--- config.mk ---
export PLATFORM = sky130hd
export DESIGN_NAME = tcmd_decoder
export DESIGN_NICKNAME = d
export VERILOG_FILES = /design/src/rtl/tcmd_pkg.sv /design/src/rtl/tcmd_frame_parser.sv /design/src/rtl/tcmd_wr_stage.sv /design/src/rtl/tcmd_reply_gen.sv /design/src/rtl/tcmd_decoder.sv
export SDC_FILE = /design/constraint.sdc
export NUM_CORES = 1
export LEC_CHECK = 0
export ABC_CLOCK_PERIOD_IN_PS = 17350
export BUFFER_PORTS_ARGS = -buffer_cell sky130_fd_sc_hd__buf_2
export CORE_MARGIN = 4
export CORE_UTILIZATION = 45
export DETAILED_ROUTE_END_ITERATION = 16
export GPL_TIMING_DRIVEN = 0
export PLACE_DENSITY = 0.67
export SLEW_MARGIN = 20
export SYNTH_ARGS = -nofsm -noshare
export SYNTH_HDL_FRONTEND = slang
export SYNTH_SLANG_ARGS = --single-unit
--- constraint.sdc ---
create_clock -name clk -period 17.35 [get_ports clk]
set_input_delay 4.3375 -clock clk [delete_from_list [all_inputs] [get_ports clk]]
set_output_delay 4.3375 -clock clk [all_outputs]
set_load 0.02 [all_outputs]
--- src/rtl/tcmd_pkg.sv ---
package tcmd_pkg;
  localparam logic [7:0] RC_HDR   = 8'hC0;
  localparam logic [7:0] RC_CHAN  = 8'hC1;
  localparam logic [7:0] RC_CLSFN = 8'hC2;
  localparam logic [7:0] RC_LOST  = 8'hC3;
  localparam logic [7:0] RC_TID   = 8'hC4;
  localparam logic [7:0] RC_POS   = 8'hC5;
  localparam logic [7:0] RC_SUM   = 8'hC6;
  localparam logic [7:0] RC_OK    = 8'hC7;
  localparam logic [7:0] RC_RD    = 8'hC8;

  typedef enum logic [1:0] {K_OPER, K_IDLE, K_READ, K_WRITE} cmd_kind_e;
endpackage

--- src/rtl/tcmd_frame_parser.sv ---
module tcmd_frame_parser
  import tcmd_pkg::*;
#(
  parameter int CHAN_ID = 1,
  parameter int TEDS_ID = 3,
  parameter int DEPTH   = 128,
  parameter int READ_N  = 4,
  parameter int WBUF_N  = 8,
  parameter int TIMEOUT = 1000,
  localparam int AW = $clog2(DEPTH),
  localparam int IW = (WBUF_N > 1) ? $clog2(WBUF_N) : 1,
  localparam int CW = $clog2(WBUF_N + 1),
  localparam int TW = $clog2(TIMEOUT + 1)
) (
  input  logic          clk,
  input  logic          rst,
  input  logic          rx_valid,
  input  logic [7:0]    rx_data,
  input  logic          release_i,
  output logic          done_o,
  output logic [7:0]    v_code,
  output cmd_kind_e     v_kind,
  output logic [AW-1:0] v_base,
  output logic [CW-1:0] v_count,
  output logic          buf_we,
  output logic [IW-1:0] buf_idx,
  output logic [7:0]    buf_byte
);
  localparam logic [15:0] CH_W   = 16'(CHAN_ID);
  localparam logic [7:0]  TID_W  = 8'(TEDS_ID);
  localparam logic [15:0] WR_MIN = 16'd7;
  localparam logic [15:0] WR_MAX = 16'(6 + WBUF_N);

  typedef enum logic [1:0] {PS_HDR, PS_PAY, PS_WAIT} pstate_e;
  pstate_e     state;
  logic [2:0]  hcnt;
  logic [15:0] ch_q;
  logic [7:0]  cls_q, fn_q, lenh_q, herr_q, tid_q, sum_q;
  cmd_kind_e   kind_q;
  logic [15:0] plen_q, pcnt_q;
  logic [31:0] off_q;
  logic [TW-1:0] tmo_q;

  // header decode on the sixth octet
  logic [15:0] len_w;
  cmd_kind_e   hkind;
  logic [7:0]  herr;
  always_comb begin
    len_w = {lenh_q, rx_data};
    hkind = K_OPER;
    herr  = 8'h00;
    if (ch_q != CH_W) herr = RC_CHAN;
    else if (cls_q == 8'h04 && fn_q == 8'h01) begin
      hkind = K_OPER;
      if (len_w != 16'd0) herr = RC_HDR;
    end else if (cls_q == 8'h04 && fn_q == 8'h02) begin
      hkind = K_IDLE;
      if (len_w != 16'd0) herr = RC_HDR;
    end else if (cls_q == 8'h01 && fn_q == 8'h02) begin
      hkind = K_READ;
      if (len_w != 16'd5) herr = RC_HDR;
    end else if (cls_q == 8'h01 && fn_q == 8'h03) begin
      hkind = K_WRITE;
      if (len_w < WR_MIN || len_w > WR_MAX) herr = RC_HDR;
    end else herr = RC_CLSFN;
  end

  // payload end decode
  logic        last_w, over_w, in_off;
  logic [31:0] off_w;
  logic [15:0] n_w;
  logic [7:0]  pcode;
  always_comb begin
    last_w = (pcnt_q == plen_q - 16'd1);
    in_off = (pcnt_q >= 16'd1) && (pcnt_q <= 16'd4);
    off_w  = in_off ? {off_q[23:0], rx_data} : off_q;
    n_w    = (kind_q == K_WRITE) ? (plen_q - 16'd6) : 16'(READ_N);
    over_w = ({1'b0, off_w} + 33'(n_w)) > 33'(DEPTH);
    if (herr_q != 8'h00)                         pcode = herr_q;
    else if (tid_q != TID_W)                     pcode = RC_TID;
    else if (over_w)                             pcode = RC_POS;
    else if (kind_q == K_WRITE && (~sum_q != rx_data)) pcode = RC_SUM;
    else if (kind_q == K_READ)                   pcode = RC_RD;
    else                                         pcode = RC_OK;
  end

  assign buf_we   = (state == PS_PAY) && rx_valid && (herr_q == 8'h00) &&
                    (kind_q == K_WRITE) && (pcnt_q >= 16'd5) && !last_w;
  assign buf_idx  = IW'(pcnt_q - 16'd5);
  assign buf_byte = rx_data;

  logic mid_frame;
  assign mid_frame = ((state == PS_HDR) && (hcnt != 3'd0)) || (state == PS_PAY);

  always_ff @(posedge clk) begin
    if (rst) begin
      state <= PS_HDR; hcnt <= '0; ch_q <= '0; cls_q <= '0; fn_q <= '0;
      lenh_q <= '0; herr_q <= '0; tid_q <= '0; sum_q <= '0; kind_q <= K_OPER;
      plen_q <= '0; pcnt_q <= '0; off_q <= '0; tmo_q <= '0;
      done_o <= 1'b0; v_code <= '0; v_kind <= K_OPER; v_base <= '0; v_count <= '0;
    end else begin
      done_o <= 1'b0;
      case (state)
        PS_HDR: if (rx_valid) begin
          hcnt <= hcnt + 3'd1;
          case (hcnt)
            3'd0: ch_q[15:8] <= rx_data;
            3'd1: ch_q[7:0]  <= rx_data;
            3'd2: cls_q      <= rx_data;
            3'd3: fn_q       <= rx_data;
            3'd4: lenh_q     <= rx_data;
            default: begin
              hcnt   <= '0;
              herr_q <= herr;
              kind_q <= hkind;
              plen_q <= len_w;
              pcnt_q <= '0;
              sum_q  <= '0;
              off_q  <= '0;
              tid_q  <= '0;
              if (len_w == 16'd0) begin
                done_o  <= 1'b1;
                v_code  <= (herr != 8'h00) ? herr : RC_OK;
                v_kind  <= hkind;
                v_base  <= '0;
                v_count <= '0;
                state   <= PS_WAIT;
              end else state <= PS_PAY;
            end
          endcase
        end
        PS_PAY: if (rx_valid) begin
          pcnt_q <= pcnt_q + 16'd1;
          if (pcnt_q == 16'd0) tid_q <= rx_data;
          if (in_off) off_q <= off_w;
          if (pcnt_q >= 16'd5 && !last_w) sum_q <= sum_q + rx_data;
          if (last_w) begin
            done_o  <= 1'b1;
            v_code  <= pcode;
            v_kind  <= kind_q;
            v_base  <= off_w[AW-1:0];
            v_count <= CW'(n_w);
            state   <= PS_WAIT;
          end
        end
        default: if (release_i) state <= PS_HDR;
      endcase
      // silence watchdog inside a frame
      if (!mid_frame || rx_valid) tmo_q <= '0;
      else if (tmo_q == TW'(TIMEOUT - 1)) begin
        tmo_q   <= '0;
        hcnt    <= '0;
        done_o  <= 1'b1;
        v_code  <= RC_LOST;
        v_kind  <= kind_q;
        v_base  <= '0;
        v_count <= '0;
        state   <= PS_WAIT;
      end else tmo_q <= tmo_q + TW'(1);
    end
  end


  wait_hold_chk: assert property (@(posedge clk) disable iff (rst)
    (state == PS_WAIT && !release_i) |=> (state == PS_WAIT && !done_o));


  code_range_chk: assert property (@(posedge clk) disable iff (rst)
    done_o |-> (v_code[7:4] == 4'hC && v_code[3:0] <= 4'h8));
endmodule

--- src/rtl/tcmd_wr_stage.sv ---
module tcmd_wr_stage #(
  parameter int DEPTH  = 128,
  parameter int WBUF_N = 8,
  localparam int AW = $clog2(DEPTH),
  localparam int IW = (WBUF_N > 1) ? $clog2(WBUF_N) : 1,
  localparam int CW = $clog2(WBUF_N + 1)
) (
  input  logic          clk,
  input  logic          rst,
  input  logic          buf_we,
  input  logic [IW-1:0] buf_idx,
  input  logic [7:0]    buf_byte,
  input  logic          start,
  input  logic [AW-1:0] base,
  input  logic [CW-1:0] count,
  output logic          teds_we,
  output logic [AW-1:0] teds_addr,
  output logic [7:0]    teds_wdata,
  output logic          done_o
);
  logic [7:0]    wbuf [WBUF_N];
  logic          active;
  logic [IW-1:0] j;
  logic [CW-1:0] left;
  logic [AW-1:0] next_addr;

  always_ff @(posedge clk) begin
    if (buf_we) wbuf[buf_idx] <= buf_byte;
  end

  always_ff @(posedge clk) begin
    if (rst) begin
      active <= 1'b0; j <= '0; left <= '0; next_addr <= '0;
      teds_we <= 1'b0; teds_addr <= '0; teds_wdata <= '0; done_o <= 1'b0;
    end else begin
      done_o  <= 1'b0;
      teds_we <= 1'b0;
      if (start) begin
        active    <= 1'b1;
        j         <= '0;
        left      <= count;
        next_addr <= base;
      end else if (active) begin
        teds_we    <= 1'b1;
        teds_addr  <= next_addr;
        teds_wdata <= wbuf[j];
        next_addr  <= next_addr + AW'(1);
        j          <= j + IW'(1);
        left       <= left - CW'(1);
        if (left == CW'(1)) begin
          active <= 1'b0;
          done_o <= 1'b1;
        end
      end
    end
  end


  consec_addr_chk: assert property (@(posedge clk) disable iff (rst)
    (teds_we && $past(teds_we)) |-> (teds_addr == $past(teds_addr) + AW'(1)));
endmodule

--- src/rtl/tcmd_reply_gen.sv ---
module tcmd_reply_gen #(
  parameter int DEPTH  = 128,
  parameter int READ_N = 4,
  localparam int AW = $clog2(DEPTH)
) (
  input  logic          clk,
  input  logic          rst,
  input  logic          start,
  input  logic          flag_ok,
  input  logic [7:0]    code,
  input  logic          with_data,
  input  logic [AW-1:0] base,
  input  logic          tx_ready,
  input  logic [7:0]    teds_rdata,
  output logic          tx_valid,
  output logic [7:0]    tx_data,
  output logic [AW-1:0] rd_addr,
  output logic          busy,
  output logic          done_o
);
  localparam logic [15:0] LEN_RD = 16'(1 + READ_N);

  typedef enum logic [2:0] {RG_IDLE, RG_HDR, RG_FETCH, RG_LOAD, RG_SEND} rstate_e;
  rstate_e    state;
  logic [1:0] k;
  logic [7:0] j, code_q;
  logic       wd_q;

  assign busy = (state != RG_IDLE);

  always_ff @(posedge clk) begin
    if (rst) begin
      state <= RG_IDLE; k <= '0; j <= '0; code_q <= '0; wd_q <= 1'b0;
      tx_valid <= 1'b0; tx_data <= '0; rd_addr <= '0; done_o <= 1'b0;
    end else begin
      done_o <= 1'b0;
      case (state)
        RG_IDLE: if (start) begin
          code_q   <= code;
          wd_q     <= with_data;
          rd_addr  <= base;
          j        <= '0;
          k        <= '0;
          tx_data  <= flag_ok ? 8'h01 : 8'h00;
          tx_valid <= 1'b1;
          state    <= RG_HDR;
        end
        RG_HDR: if (tx_ready) begin
          k <= k + 2'd1;
          case (k)
            2'd0: tx_data <= wd_q ? LEN_RD[15:8] : 8'h00;
            2'd1: tx_data <= wd_q ? LEN_RD[7:0] : 8'h01;
            2'd2: tx_data <= code_q;
            default: begin
              tx_valid <= 1'b0;
              if (wd_q) state <= RG_FETCH;
              else begin
                state  <= RG_IDLE;
                done_o <= 1'b1;
              end
            end
          endcase
        end
        RG_FETCH: state <= RG_LOAD;
        RG_LOAD: begin
          tx_data  <= teds_rdata;
          tx_valid <= 1'b1;
          state    <= RG_SEND;
        end
        default: if (tx_ready) begin
          tx_valid <= 1'b0;
          rd_addr  <= rd_addr + AW'(1);
          j        <= j + 8'd1;
          if (j == 8'(READ_N - 1)) begin
            state  <= RG_IDLE;
            done_o <= 1'b1;
          end else state <= RG_FETCH;
        end
      endcase
    end
  end


  tx_hold_chk: assert property (@(posedge clk) disable iff (rst)
    (tx_valid && !tx_ready) |=> (tx_valid && $stable(tx_data)));


  tx_idle_chk: assert property (@(posedge clk) disable iff (rst)
    !busy |-> !tx_valid);
endmodule

--- src/rtl/tcmd_decoder.sv ---
module tcmd_decoder
  import tcmd_pkg::*;
#(
  parameter int CHAN_ID = 1,
  parameter int TEDS_ID = 3,
  parameter int DEPTH   = 128,
  parameter int READ_N  = 4,
  parameter int WBUF_N  = 8,
  parameter int TIMEOUT = 1000,
  localparam int AW = $clog2(DEPTH),
  localparam int IW = (WBUF_N > 1) ? $clog2(WBUF_N) : 1,
  localparam int CW = $clog2(WBUF_N + 1)
) (
  input  logic          clk,
  input  logic          rst,
  input  logic          rx_valid,
  input  logic [7:0]    rx_data,
  input  logic          tx_ready,
  output logic          tx_valid,
  output logic [7:0]    tx_data,
  output logic          chan_op,
  output logic          teds_we,
  output logic [AW-1:0] teds_addr,
  output logic [7:0]    teds_wdata,
  input  logic [7:0]    teds_rdata
);
  logic          cmd_done, buf_we, wr_done, rep_done, rep_busy;
  logic [7:0]    v_code, buf_byte;
  cmd_kind_e     v_kind;
  logic [AW-1:0] v_base, wr_addr, rd_addr;
  logic [CW-1:0] v_count;
  logic [IW-1:0] buf_idx;
  logic          wr_start, rep_start;

  tcmd_frame_parser #(
    .CHAN_ID(CHAN_ID), .TEDS_ID(TEDS_ID), .DEPTH(DEPTH),
    .READ_N(READ_N), .WBUF_N(WBUF_N), .TIMEOUT(TIMEOUT)
  ) u_parse (
    .clk(clk), .rst(rst), .rx_valid(rx_valid), .rx_data(rx_data),
    .release_i(rep_done), .done_o(cmd_done), .v_code(v_code), .v_kind(v_kind),
    .v_base(v_base), .v_count(v_count), .buf_we(buf_we), .buf_idx(buf_idx),
    .buf_byte(buf_byte)
  );

  assign wr_start  = cmd_done && (v_code == RC_OK) && (v_kind == K_WRITE);
  assign rep_start = (cmd_done && !wr_start) || wr_done;

  tcmd_wr_stage #(.DEPTH(DEPTH), .WBUF_N(WBUF_N)) u_wr (
    .clk(clk), .rst(rst), .buf_we(buf_we), .buf_idx(buf_idx), .buf_byte(buf_byte),
    .start(wr_start), .base(v_base), .count(v_count), .teds_we(teds_we),
    .teds_addr(wr_addr), .teds_wdata(teds_wdata), .done_o(wr_done)
  );

  tcmd_reply_gen #(.DEPTH(DEPTH), .READ_N(READ_N)) u_reply (
    .clk(clk), .rst(rst), .start(rep_start), .flag_ok(v_code >= RC_OK),
    .code(v_code), .with_data(v_code == RC_RD), .base(v_base),
    .tx_ready(tx_ready), .teds_rdata(teds_rdata), .tx_valid(tx_valid),
    .tx_data(tx_data), .rd_addr(rd_addr), .busy(rep_busy), .done_o(rep_done)
  );

  assign teds_addr = teds_we ? wr_addr : rd_addr;

  always_ff @(posedge clk) begin
    if (rst) chan_op <= 1'b0;
    else if (cmd_done && v_code == RC_OK) begin
      if (v_kind == K_OPER) chan_op <= 1'b1;
      else if (v_kind == K_IDLE) chan_op <= 1'b0;
    end
  end


  mode_cause_chk: assert property (@(posedge clk) disable iff (rst)
    !$stable(chan_op) |-> $past(cmd_done));


  no_wr_overlap_chk: assert property (@(posedge clk) disable iff (rst)
    !(teds_we && rep_busy));
endmodule

## Word level (Yosys, flattened, before mapping)

Memory sizes are Yosys's and may differ from the RTL's. A register that Yosys moved wholly into a read port is not among the register bits.
Index checks and enable logic that the tools add are counted.

| storage, ports and cells | value |
|---|---|
| ROM bits | 0 |
| memories kept | 1 |
| word-level logic and storage cells | 311 |
| input port bits | 20 |
| register bits | 231 |
| bits in latches | 0 |
| RAM bits | 64 |
| output and inout bits | 26 |

Memory list:

| name | depth | width | rd ports | clocked after Yosys merged registers in | wr ports | RTL line | RTL |
|---|---|---|---|---|---|---|---|
| u_wr.wbuf | 8 | 8 | 1 | 1 | 1 | tcmd_wr_stage.sv:21 | `logic [7:0] wbuf [WBUF_N];` |

| operators by class | value |
|---|---|
| multiplexer cells | 139 |
| add/subtract/negate cells | 14 |
| eq/ne operators | 39 |
| magnitude comparators | 7 |
| shift-type cells | 0 |
| reduce and logical (&&, ||, !) cells | 68 |
| multiply operators | 0 |
| div/mod/pow operators | 0 |
| bitwise logic cells | 6 |

Operator list:

| kind | number |
|---|---|
| two-way mux 8 bit | 30 |
| two-way mux 32 bit | 5 |
| two-way mux 7 bit | 12 |
| two-way mux 16 bit | 4 |
| case mux 32 bit (2 select lines) | 1 |
| case mux 8 bit (2 select lines) | 4 |
| two-way mux 2 bit | 24 |
| case mux 8 bit (3 select lines) | 2 |
| two-way mux 4 bit | 10 |
| adder 32 x 16 -> 33 bit | 1 |
| greater-than comparator 33 x 8 -> 1 bit (second input constant) | 1 |
| logical NOT 16 bit | 2 |
| case mux 16 bit (2 select lines) | 1 |
| two-way mux 3 bit | 10 |
| case mux 7 bit (2 select lines) | 2 |
| two-way mux 1 bit | 26 |
| == test 8 x 2 -> 1 bit (second input constant) | 3 |
| AND reduction 3 bit | 8 |
| AND reduction 5 bit | 4 |
| adder 16 x 1 -> 16 bit (second input constant) | 1 |
| == test 16 bit | 1 |
| == test 8 x 1 -> 1 bit (second input constant) | 2 |
| == test 8 bit (second input constant) | 2 |
| >= comparator 16 x 1 -> 1 bit (second input constant) | 1 |
| other kinds (53) | 116 |

## Logic depth before layout (Yosys ltp)

| logic depth | value |
|---|---|
| depth after elaboration | 16 |
| mapped depth | 23 |
| depth with buffers taken out | 19 |

## Cells and area by module

A second synthesis with hierarchy kept.

| unflattened totals | value |
|---|---|
| cells, all modules | 1897 |
| area total of the unflattened synthesis | 15700.1 µm² |

Modules (own cells, without submodules):

| module | sequential area each (µm²) | instances | area each (µm²) | cells an instance |
|---|---|---|---|---|
| tcmd_frame_parser | 3243.1 | 1 | 9648.0 | 1316 |
| tcmd_wr_stage | 2562.5 | 1 | 3796.1 | 291 |
| tcmd_reply_gen | 780.7 | 1 | 2037.0 | 266 |
| tcmd_decoder | 20.0 | 1 | 219.0 | 24 |

## Worst setup path after synthesis

No wires, ideal clock.

| timing path | value |
|---|---|
| path type | input to register |
| from | in rx_data[0] |
| to | reg u_parse.v_code[3] |
| path slack | 9468 ps |
| data required time | 17280 ps |
| data arrival time | 7812 ps |
| cell stages on the path | 15 |
| buffers on the path | 1 |
| library setup time | 70 ps |
| cell sequence | clkbuf_1 nand2_1 nand2_1 ha_1 fa_1 a211oi_1 o31ai_1 xor2_1 a2111oi_0 a211oi_1 or4_1 nor4b_1 nand4_1 or4_1 a21oi_1 |

| between the ends | value |
|---|---|
| longest elaborated chain between the ends | 16 |
| elaborated cells between the ends (all ways) | 33 |
| classes of those cells | add/sub (1); order compare (3); eq/ne (2); mux (22); reduce/logical (5) |

RTL lines:

| item | RTL line | RTL |
|---|---|---|
| start: declaration | tcmd_decoder.sv:17 | `input logic [7:0] rx_data,` |
| branches (longest 13 deep; another with adder 32 x 16 -> 33 bit) | - |  |
| case mux 8 bit (2 select lines) * | tcmd_frame_parser.sv:103 | `case (state)` |
| two-way mux 8 bit | tcmd_frame_parser.sv:150 | `else if (tmo_q == TW'(TIMEOUT - 1)) begin` |
| two-way mux 8 bit * | tcmd_frame_parser.sv:149 | `if (!mid_frame \|\| rx_valid) tmo_q <= '0;` |
| end signal: assignment | tcmd_frame_parser.sv:123 | `v_code <= (herr != 8'h00) ? herr : RC_OK;` |
| end signal: assignment | tcmd_frame_parser.sv:139 | `v_code <= pcode;` |
| end: declaration | tcmd_frame_parser.sv:21 | `output logic [7:0] v_code,` |

Mark *: on every way between the ends.
A chain may end at the register's enable or synchronous reset.

## Worst setup path in the final report

Same ends and word-level chain as after synthesis.

==> flow_summary_export.csv <==
group,metric,value,unit
sta,fin_hold_ws,0.456,ns
sta,worstMarginPinSlew,1.11,ns
final_layout,n_antenna_cell,0,
synthesis,yosys_register_bits,298,
sta,hold_viol_final,0,
route,via_per_inst,5.91,
clock_tree,cts_hold_buffers,0,
setup_path,cp_max_fo,11,
global_routing,gr-usage-all-layers,23.0,%
route,met2WireLength,20100,um
route,wl_met3,3260,um
clock_tree,clk_latency,0.58,ns
setup_path,crit_arrival,9.44,ns
die,pin_count,46,
power_and_ir_drop,power.density,91.1,nW/um^2
final_layout,fin_area,17500,sq um
route,via_count,13900,
route,route.detailed.drc,0,
setup_path,cp-end-kind,"flip-flop",
clock_tree,cts-root-buf,"clkbuf_16",
setup_path,critical-path-top-delay-family,"compound AO/OA/AOI/OAI gates",
final_layout,nets,1952,
setup_path,required,17.85,ns
route,drt_iter0_drc,1299,
clock_tree,clock-sinks,298,
synthesis,synth_edf_count,64,
die,die_w,194,um
global_routing,grt_pass1_wl,71600,um
sta,fin_worst_skew,0.0159,ns
sta,slew_viol_final,0,
synthesis,syn_nets,1875,
clock_tree,cts.clk_slew.worst_paths,0.06,ns
setup_path,crit_type,"in -> reg",
final_layout,fin_cells,2357,
synthesis,syn_area,15600,sq um
power_and_ir_drop,ir_worst_vdd,0.0702,mV
die,initial_core_util,46.1,%
clock_tree,cts_buffers,31,
synthesis,synth_cell_type_count,82,
final_layout,final_layout_size_suffix_gt1_share,8.12,%
synthesis,yosys_warnings,0,
die,die-area,37700,sq um
synthesis,netlist_instances,1807,
job,maxCapViolCount,0,
setup_path,worst-path-buf-inv,2,
placed_design,dpl.hpwl,32500,um
sta,rsz0062_at_grt,"false",
final_layout,areaGrowthSynthToFinish,12.3,%
setup_path,crit_chain,"buf_2, clkbuf_1, nand2_1, nand2_1, ha_1, fa_1, a211oi_1, o31ai_1, o2111ai_1, a222oi_1, a22oi_1, a211o_1, or4b_1, or4_1, a21oi_1",
synthesis,ys_seq_area_share,42.4,%
status,status,"completed",
clock_tree,cts_setup_buffers,0,
die,coreArea,33900,sq um
setup_path,crit_path_top_delay_cell,"clkbuf_1",
global_routing,grt_pass1_vias,13100,
final_layout,finish.utilization,51.7,%
placed_design,place_congestion,0.970,
route,drtAntennaViolNets,0,
placed_design,place_area,16400,sq um
sta,finalSetupTns,0,ns
route,top_layer_used,"met5",
setup_path,crit_top_cell,"nand2_1",
global_routing,antenna_found_initial,1,
synthesis,async_flop_share,0,%
synthesis,ys.flop_type,"dfxtp_1",
worst_hold_path,min_path_type,"reg -> reg",
sta,slew_headroom,26.1,%
sta,post-route-min-period,8.94,ns
die,fp.dieH,194,um
route,wire_per_inst,19.0,um
clock_tree,cts_tree,"done",
sta,post-route-period-util,51.5,%
global_routing,overflow,0,
clock_tree,cts_resized,0,
clock_tree,cts_buffer_depth,3,
placed_design,dp_cells,2299,
global_routing,grt_max_degree,17,
setup_path,slowest_delay,0.61,ns
synthesis,avgSynthCellArea,8.63,sq um
setup_path,start_kind,"input pin",
sta,finalSetupViolCount,0,
sta,max_freq,112,MHz
route,met1_length,20000,um
power_and_ir_drop,leakage,6.29,nW
route,wl,44700,um
placed_design,port-buffer-count,43,
clock_tree,htree_levels,1,
die,rows,67,
route,firstDrtPassIters,6,
## final timing paths
kind	start	to	slack, ns	cells after the start
setup reg to reg	u_parse.pcnt_q[0]	u_parse.v_code[3]	9.53	21
hold reg to reg	u_parse.cls_q[6]	u_parse.cls_q[6]	0.46	2
setup / recovery	rx_data[0]	u_parse.v_code[3]	8.41	15
hold / removal	u_parse.cls_q[6]	u_parse.cls_q[6]	0.46	2
## cell usage in the layout (no fill, tap or decap), types with 6 or more instances in the layout
master	netlist	final
bufinv_16	0	6
o21bai_1	6	6
o21ai_1	9	9
mux4_2	16	16
nand4_1	22	22
nor3b_1	8	8
clkbuf_1	98	102
or4_1	7	7
nand2b_1	12	12
a211o_1	6	6
mux2_2	12	12
nor4b_1	10	10
nor3_1	48	46
o21a_1	10	10
buf_1	6	6
edfxtp_1	64	64
and2_1	16	16
o21ai_0	35	35
or3_1	22	22
nor2b_1	6	6
a21oi_1	170	170
buf_2	5	48
a211oi_1	30	29
a31oi_1	16	16
xnor2_1	38	38
xor2_1	47	47
o31ai_1	10	10
clkbuf_16	0	31
nor4_1	18	17
o211ai_1	7	7
nand3_1	76	76
ha_1	46	46
dfxtp_1	234	234
inv_1	28	28
a22oi_1	36	36
mux2i_1	45	45
a21o_1	8	8
nor2_1	209	209
nand2_1	257	257
and3_1	27	27
## final cells by class
type,instances,area (sq um)
clock buffers,38,832
plain buffers,112,445
flip-flops and latches,298,6610
clock inverters,20,274
well taps,448,561
fillers,3164,16400
multi-input cells,1367,8460
repair buffers,44,223
inverters,30,113
## cells in the mapped netlist, types with 38 or more instances
| cell | number | area [sq um] |
|---|---|---|
| xor2_1 | 47 | 412 |
| xnor2_1 | 38 | 333 |
| ha_1 | 46 | 576 |
| clkbuf_1 | 98 | 368 |
| edfxtp_1 | 64 | 1920 |
| nor3_1 | 48 | 240 |
| dfxtp_1 | 234 | 4680 |
| nand2_1 | 257 | 965 |
| nand3_1 | 76 | 380 |
| nor2_1 | 209 | 785 |
| a21oi_1 | 170 | 851 |
| mux2i_1 | 45 | 450 |
## registers in the layout, summed over array words and instances (netlist names), 10 cells and up
signal,flops
u_parse.off_q,32
u_parse.ch_q,16
u_parse.tmo_q,10
u_wr.wbuf,64
u_parse.pcnt_q,16
u_parse.plen_q,16
## cells by family (layout without fill, tap and decap cells)
| group | count (synthesis) | after routing | synth area share [%] |
|---|---|---|---|
| XOR/XNOR | 86 | 86 | 4.92 |
| multiplexers | 73 | 73 | 6.06 |
| AO/OA/AOI/OAI | 388 | 388 | 15.7 |
| flip-flops | 298 | 298 | 42.4 |
| AND/OR/NAND/NOR | 772 | 772 | 23.5 |
| adder cells (fa/ha/maj) | 48 | 48 | 3.95 |
| buffers and inverters | 142 | 244 | 3.58 |
## power breakdown
| group | internal (W) | total (W) | switching [W] |
|---|---|---|---|
| clock network | 0.000431 | 0.000720 | 0.000289 |
| logic | 0.0000485 | 0.000155 | 0.000106 |
| registers | 0.000714 | 0.000720 | 0.00000593 |
| total | 0.00119 | 0.00160 | 0.000401 |
## stage by stage
| stage | total power [W] | setup slack [ns] |
|---|---|---|
| final | 0.00160 | 8.41 |
| after global routing | 0.00165 | 8.18 |
| after CTS | 0.00160 | 8.56 |
| after detailed placement | 0.000886 | 8.02 |
| after global placement | 0.000884 | 8.02 |
| after floorplan | 0.000840 | 9.47 |
## per-layer routing
metal / track usage (%) / up-vias
li1: - / 6648
met1: 32.1 / 6687
met2: 36.5 / 502
met3: 3.94 / 85
met4: 7.34 / 2
met5: 0 / -
## worst reg2reg max path: stages (launching register included)
cell	delay (ns)
dfxtp_1	0.37
clkbuf_1	0.50
inv_1	0.25
ha_1	0.30
mux2_2	0.40
nand2_1	0.29
clkbuf_1	0.46
clkbuf_1	0.54
buf_1	0.43
nand2_1	0.11
nand2_1	0.16
ha_1	0.23
fa_1	0.22
a211oi_1	0.10
o31ai_1	0.59
o2111ai_1	0.39
a222oi_1	0.59
a22oi_1	0.25
a211o_1	0.31
or4b_1	0.59
or4_1	0.53
a21oi_1	0.15
Power figures use the tool's default switching activity.
